**src/rtl/bpu_pkg.sv**
```systemverilog
package bpu_pkg;

  typedef enum logic [1:0] {
    BPU_TEST  = 2'b00,
    BPU_SET   = 2'b01,
    BPU_CLEAR = 2'b10,
    BPU_FLIP  = 2'b11
  } bpu_op_e;

  // New value of the selected bit under a given policy.
  function automatic logic bpu_next_bit(bpu_op_e op, logic cur);
    logic nxt;
    case (op)
      BPU_TEST:  nxt = cur;
      BPU_SET:   nxt = 1'b1;
      BPU_CLEAR: nxt = 1'b0;
      default:   nxt = ~cur;
    endcase
    return nxt;
  endfunction

endpackage

```
**src/rtl/bpu_index_decode.sv**
```systemverilog
module bpu_index_decode #(
  parameter int WIDTH   = 16,
  parameter int INDEX_W = 6,
  localparam int SEL_W  = $clog2(WIDTH)
) (
  input  logic [INDEX_W-1:0] index,
  output logic [SEL_W-1:0]   bit_pos,
  output logic [WIDTH-1:0]   sel_mask
);

  // Modulo-WIDTH reduction: only the low SEL_W bits select the position.
  assign bit_pos = index[SEL_W-1:0];

  for (genvar i = 0; i < WIDTH; i++) begin : g_mask
    assign sel_mask[i] = (bit_pos == SEL_W'(i));
  end

endmodule

```
**src/rtl/bpu_bit_update.sv**
```systemverilog
module bpu_bit_update
  import bpu_pkg::*;
#(
  parameter int WIDTH = 16
) (
  input  bpu_op_e          op,
  input  logic [WIDTH-1:0] operand,
  input  logic [WIDTH-1:0] sel_mask,
  output logic [WIDTH-1:0] result,
  output logic             picked_bit
);

  assign picked_bit = |(operand & sel_mask);

  for (genvar i = 0; i < WIDTH; i++) begin : g_bit
    assign result[i] = sel_mask[i] ? bpu_next_bit(op, operand[i]) : operand[i];
  end

endmodule

```
**src/rtl/bit_probe_unit.sv**
```systemverilog
module bit_probe_unit
  import bpu_pkg::*;
#(
  parameter int WIDTH   = 16,
  parameter int INDEX_W = 6,
  localparam int SEL_W  = $clog2(WIDTH)
) (
  input  logic               clk,
  input  logic               rst_n,
  input  logic               in_valid,
  input  logic [1:0]         in_op,
  input  logic [WIDTH-1:0]   in_data,
  input  logic [INDEX_W-1:0] in_index,
  output logic               out_valid,
  output logic [WIDTH-1:0]   out_data,
  output logic               out_carry
);

  logic [SEL_W-1:0] bit_pos;
  logic [WIDTH-1:0] sel_mask;
  logic [WIDTH-1:0] upd_data;
  logic             upd_carry;
  bpu_op_e          op_q;

  assign op_q = bpu_op_e'(in_op);

  bpu_index_decode #(.WIDTH(WIDTH), .INDEX_W(INDEX_W)) u_decode (
    .index    (in_index),
    .bit_pos  (bit_pos),
    .sel_mask (sel_mask)
  );

  bpu_bit_update #(.WIDTH(WIDTH)) u_update (
    .op         (op_q),
    .operand    (in_data),
    .sel_mask   (sel_mask),
    .result     (upd_data),
    .picked_bit (upd_carry)
  );

  always_ff @(posedge clk) begin
    if (!rst_n) begin
      out_valid <= 1'b0;
      out_data  <= '0;
      out_carry <= 1'b0;
    end else begin
      out_valid <= in_valid;
      if (in_valid) begin
        out_data  <= upd_data;
        out_carry <= upd_carry;
      end
    end
  end


  valid_follow_chk: assert property (@(posedge clk) disable iff (!rst_n)
    in_valid |=> out_valid);


  valid_idle_chk: assert property (@(posedge clk) disable iff (!rst_n)
    !in_valid |=> !out_valid);


  carry_before_chk: assert property (@(posedge clk) disable iff (!rst_n)
    in_valid |=> out_carry == $past(in_data[in_index[SEL_W-1:0]]));


  test_keeps_chk: assert property (@(posedge clk) disable iff (!rst_n)
    (in_valid && in_op == 2'b00) |=> out_data == $past(in_data));


  single_bit_chk: assert property (@(posedge clk) disable iff (!rst_n)
    in_valid |=> $countones(out_data ^ $past(in_data)) <= 1);


  idle_hold_chk: assert property (@(posedge clk) disable iff (!rst_n)
    !in_valid |=> ($stable(out_data) && $stable(out_carry)));

endmodule

```
**config.mk**
```make
export PLATFORM = sky130hd
export DESIGN_NAME = bit_probe_unit
export DESIGN_NICKNAME = d
export VERILOG_FILES = /design/src/rtl/bpu_pkg.sv /design/src/rtl/bpu_index_decode.sv /design/src/rtl/bpu_bit_update.sv /design/src/rtl/bit_probe_unit.sv
export SDC_FILE = /design/constraint.sdc
export NUM_CORES = 1
export LEC_CHECK = 0
export BUFFER_PORTS_ARGS = -buffer_cell sky130_fd_sc_hd__buf_2
export CORE_UTILIZATION = 46
export CTS_BUF_LIST = sky130_fd_sc_hd__clkbuf_8
export DETAILED_ROUTE_END_ITERATION = 12
export PLACE_DENSITY_LB_ADDON = 0.08
export RECOVER_POWER = 25
export REMOVE_ABC_BUFFERS = 1
export SYNTH_ARGS = -nofsm -noshare
export SYNTH_HDL_FRONTEND = slang
export SYNTH_SLANG_ARGS = --single-unit
```
**constraint.sdc**
```tcl
create_clock -name clk -period 1.4 [get_ports clk]
set_clock_uncertainty 0.2 [all_clocks]
set_input_delay 0.42 -clock clk [delete_from_list [all_inputs] [get_ports clk]]
set_output_delay 0.42 -clock clk [all_outputs]
set_load 0.03 [all_outputs]
```
Word-level counts from Yosys, hierarchy flattened:

Index checks and enable logic that the tools add are counted.

* bitwise operators: 17
* reductions and logical operators: 3
* multiplexer cells: 32
* equality and inequality tests: 17

Operator list (count)
* $pmux W1 S3: 16
* $eq A4 B4 Y1 const B: 8
* $and A16 B16 Y16: 1
* $eq A4 B3 Y1 const B: 4
* $mux W1: 16
* $not A1 Y1: 16
* $reduce_or A16 Y1: 1
* $eq A4 B2 Y1 const B: 2
* $eq A4 B1 Y1 const B: 1
* $logic_not A4 Y1: 1
* $eq A2 B1 Y1 const B: 1
* $eq A2 B2 Y1 const B: 1
* $logic_not A2 Y1: 1

* logic and storage cells: 72
* register bits after elaboration: 18

Logic depth before layout (Yosys ltp):

* depth after elaboration: 3
* gate-level depth with buffers: 6

Modules after synthesis:

Synthesis repeated with hierarchy kept, for this count alone.

* cell total of the unflattened synthesis: 126
* area, all modules: 1218.7 um2

By module, submodules not included
* bit_probe_unit: area an instance 679.4 um2, sequential area each 360.3 um2, times used 1, cells an instance 56
* bpu_bit_update: area an instance 282.8 um2, sequential area each 0.0 um2, times used 1, cells an instance 46
* bpu_index_decode: area an instance 256.5 um2, sequential area each 0.0 um2, times used 1, cells an instance 24

Worst setup path before layout:

OpenSTA, ideal clock, no wires.

* kind: input to register
* start point: input in_index[0]
* end point: register out_carry
* path buffers: 1
* stages: 5
* arrival: 1237 ps
* library setup time: 131 ps
* required time: 1069 ps
* path slack: -168 ps
* cells stage by stage: buf_6 -> mux2_4 -> a221o_1 -> nand3_1 -> a31oi_1

* cells in the longest elaborated chain, start to end: 3
* elaborated cells between the ends (all ways): 18
* those cells by class: eq/ne: 15; bitwise: 1; reduce/logical: 2

Ends and longest elaborated chain
* from (decl): RTL line bit_probe_unit.sv:13 `input logic [INDEX_W-1:0] in_index,`
* $eq A4 B1 Y1 (tied with other cells): RTL line bpu_index_decode.sv:15 `assign sel_mask[i] = (bit_pos == SEL_W'(i));`
* $and A16 B16 Y16 *: RTL line bpu_bit_update.sv:13 `assign picked_bit = |(operand & sel_mask);`
* $reduce_or A16 Y1 *: RTL line bpu_bit_update.sv:13
* to (signal assigned): RTL line bit_probe_unit.sv:50 `out_carry <= upd_carry;`
* to (decl): RTL line bit_probe_unit.sv:16 `output logic out_carry`

Mark *: on every way between the ends. The rest lies on a longest branch, timed or not.
A chain may end at the register's enable or synchronous reset.

Final worst setup path:

* start point: input in_index[3]
* end point: register out_carry

Same word-level chain as after synthesis.

==> flow_summary_export.csv <==
group,metric,value,unit
cts,cts-root-buf,"clkbuf_8",
global_route,grt_antenna_before_repair,0,
logic_synthesis,avgSynthCellArea,8.14,sq um
placement,finalWeightedCongestion,0.879,
setup_path,critical_path.startpoint_type,"primary input",
logic_synthesis,synth-seq-cells,18,
routing,vias,1333,
logic_synthesis,yosysWarnings,0,
logic_synthesis,netlist_instances,151,
final_layout,multiInputGateArea,850,sq um
placement,place.port_buffers,42,
routing,route.detailed.wl_per_inst,14.2,um
final_layout,layout.area.seq,365,sq um
timing,max_slew.worst_pin.slew,0.352,ns
setup_path,worstPathRequired,1.37,ns
setup_path,crit_arrival,1.41,ns
setup_path,r2r.worst_path.cells,2,
power,irDropWorstVdd,0.660,mV
cts,clock_path_buffers,2,
cts,worstSkewPairLatency,0.25,ns
setup_path,path_class,"in2reg",
setup_path,timing.rr.start,"out_carry",
logic_synthesis,synth_sequential_area_ratio,29.3,%
timing,final_min_period_over_clock_period,103,%
global_route,grt.total_usage,24.2,%
logic_synthesis,synth_area,0.00123,sq mm
global_route,largest_net_degree_at_the_start_of_global_routing,21,
die,initial_utilization,49.1,%
final_layout,syn_to_final_growth,46.6,%
cts,cts_max_level,1,
power,power.clock.fraction,30.4,%
timing,holdWs,0.267,ns
logic_synthesis,yosys.cell_types.count,38,
placement,dp_hpwl,2370,um
cts,tritoncts.num_buffers,3,
final_layout,layout.nets,234,
routing,post_drt_via_cell_ratio,5.65,
timing,achievable-frequency,0.694,GHz
routing,detail-route-antenna-nets,0,
timing,post-route-min-period,1.44,ns
logic_synthesis,most_used_standard_cells_in_the_synthesized_netlist,"20 x nand2b_1, 18 x dfxtp_1, 13 x a21boi_1, 13 x nand3_1, 13 x nor2_1",
logic_synthesis,synthArstFlopShare,0,%
run_status,violations,"setup timing",
power,power.sequential.fraction,39.6,%
timing,final.setup.worst_slack,-0.0400,ns
timing,report.final.slew_viol_count,0,
timing,worst_slew_margin_rel,76.2,%
cts,clk_pin_slew,0.07,ns
final_layout,layout.filler_cells,197,
global_route,grt_pass1_wl,5040,um
setup_path,r2r_end,"out_carry",
routing,route.detailed.drc,0,
routing,routed_wl,3350,um
logic_synthesis,yosys.cell_count.top_type,"nand2b_1",
global_route,grt_remaining_overflow,0,
setup_path,critPathCaptureType,"flop",
power,power_per_cell_area,788,mW/mm^2
setup_path,critPathMaxFanout,4,
logic_synthesis,post-synth-top-area-fraction,29.3,%
setup_path,worst-r2r-setup-slack,0.49,ns
routing,dr.pass1.iters,4,
worst_hold_path,min_path_type,"reg2reg",
timing,totalNegativeSetupSlack,-0.0400,ns
routing,drt-initial-drc-count,37,
logic_synthesis,number_of_flops_mapped_to_enable_cells_by_yosys,0,
logic_synthesis,synthDominantAreaCellType,"dfxtp_1",
power,power.internal,997,uW
cts,tritoncts_clock_tree,"built",
setup_path,slowest_delay,0.42,ns
power,switching_share,29.8,%
setup_path,critical_path.cell_chain,"buf_2 -> or3b_1 -> a21oi_2 -> o21ai_0 -> a31oi_1",
timing,final-setup-viol-count,1,
logic_synthesis,yosys-top-cells-area,"dfxtp_1 29%, nand2b_1 10%, a21boi_1 7.9%, o211ai_1 6.7%, nand3_1 5.3%",
cts,clock_sinks,18,
die,row_count,18,
timing,finalHoldViolCount,0,
worst_hold_path,hold_path.startpoint,"out_data[15]",
timing,rsz0062_at_grt,"yes",
power,static_leakage_power,0.738,nW
job,drv_cap,0,
worst_hold_path,hold_depth,2,
die,die_w,53.7,um
setup_path,crit_path_top_delay_cell,"or3b_1",
final_layout,drive_gt1_share,43.2,%
worst_hold_path,holdPathEnd,"out_data[15]",
power,p_switching,424,uW
die,floorplan.die.height,53.7,um
die,total_core_area,0.00250,sq mm
global_route,via_count_of_the_first_global_routing_pass,1139,
final_layout,antenna_diode_count,0,
logic_synthesis,synthFlopType,"dfxtp_1",
die,floorplan.io_pins,45,
power,comb_power_share,29.9,%
die,die_area,0.00288,sq mm
run_status,status,"finished with violations",
cell usage in the layout, fill, tap and decap left out, drive strengths merged:
master   n
buf     62
nand2b  20
dfxtp   18
a21boi  16
nand3   13
nor2    13
o211ai  11
nand3b   8
clkbuf   5
nor3     4
o21ai    4
mux2i    3
o221ai   3
a21oi    3
nand2    3
nand4    2
nor2b    2
inv      2
o311ai   2
or3b     2
and2     1
and3     1
nor4b    1
o41ai    1
nor4     1
mux2     1
a221o    1
a31oi    1
nor3b    1
and3b    1
routing by layer:
metal  up-vias  global-route usage, %  wire length [um]
li1        662                      -                 -
met1       611                   33.3              1530
met2        55                   37.4              1580
met3         5                   2.82               201
met4         0                   10.5                37
met5         -                      0                 0
critical path: cells and delay by family:
kind | cells | cell delay (ns)
buffers and inverters | 1 | 0.14
AOI/OAI and AO/OA | 3 | 0.42
and+or+nand+nor | 1 | 0.42
logic make-up after synthesis:
logic type	after synthesis	synth area share, %
AO/OA/AOI/OAI	42	24.9
buffers and inverters	14	7.23
flip-flops	18	29.3
multiplexers	4	3.67
AND/OR/NAND/NOR	73	34.8
repair_timing:
item / CTS / global route
setup endpoints to repair: 11 / 31
pin swaps: 2 / 5
gates resized for setup: 11 / 56
buffers inserted: 0 / 0
hold endpoints to repair: 0 / 0
hold buffers: 0 / 0
metrics by stage:
stage / power [mW] / instances / area, sq um / util, % / setup slack (ns)
after global placement: 0.929 / 232 / 1570 / 62.6 / -0.284
after global routing: 1.49 / 236 / 1800 / 72.1 / -0.0673
after CTS: 1.38 / 236 / 1650 / 66.0 / -0.0256
final: 1.42 / 236 / 1800 / 72.1 / -0.0400
after floorplan: 0.744 / 139 / 1150 / - / -0.0460
after detailed placement: 0.932 / 232 / 1570 / 62.6 / -0.287
flip-flops by register name (all words and copies together), names as in the netlist:
register,flops
out_carry,1
out_valid,1
out_data,16
how the worst max path moves through the flow:
stage,startpoint,to,slack [ns],cells past startpoint
global route,in_index[3],out_carry,-0.07,5
finish,in_index[3],out_carry,-0.04,5
floorplan,in_index[0],out_carry,-0.05,4
CTS,in_index[0],out_carry,-0.03,6
global placement,in_index[2],out_data[10],-0.28,5
detailed placement,in_index[2],out_data[10],-0.29,6
power groups by stage:
stage	sequential, mW	combinational [mW]	clock [mW]
6_report	0.563	0.425	0.432
5_1_grt	0.568	0.456	0.463
4_1_cts	0.557	0.378	0.445
3_5_place_dp	0.568	0.364	0
3_3_place_gp	0.567	0.363	0
2_1_floorplan	0.629	0.114	0
final cells by class:
type	instances	area share, %
clock buffers	4	3.06
inverters	2	0.417
multi-input cells	119	47.2
flip-flops and latches	18	20.3
well taps	30	2.08
repair buffers	63	27.0
Power figures use the tool's default switching activity.
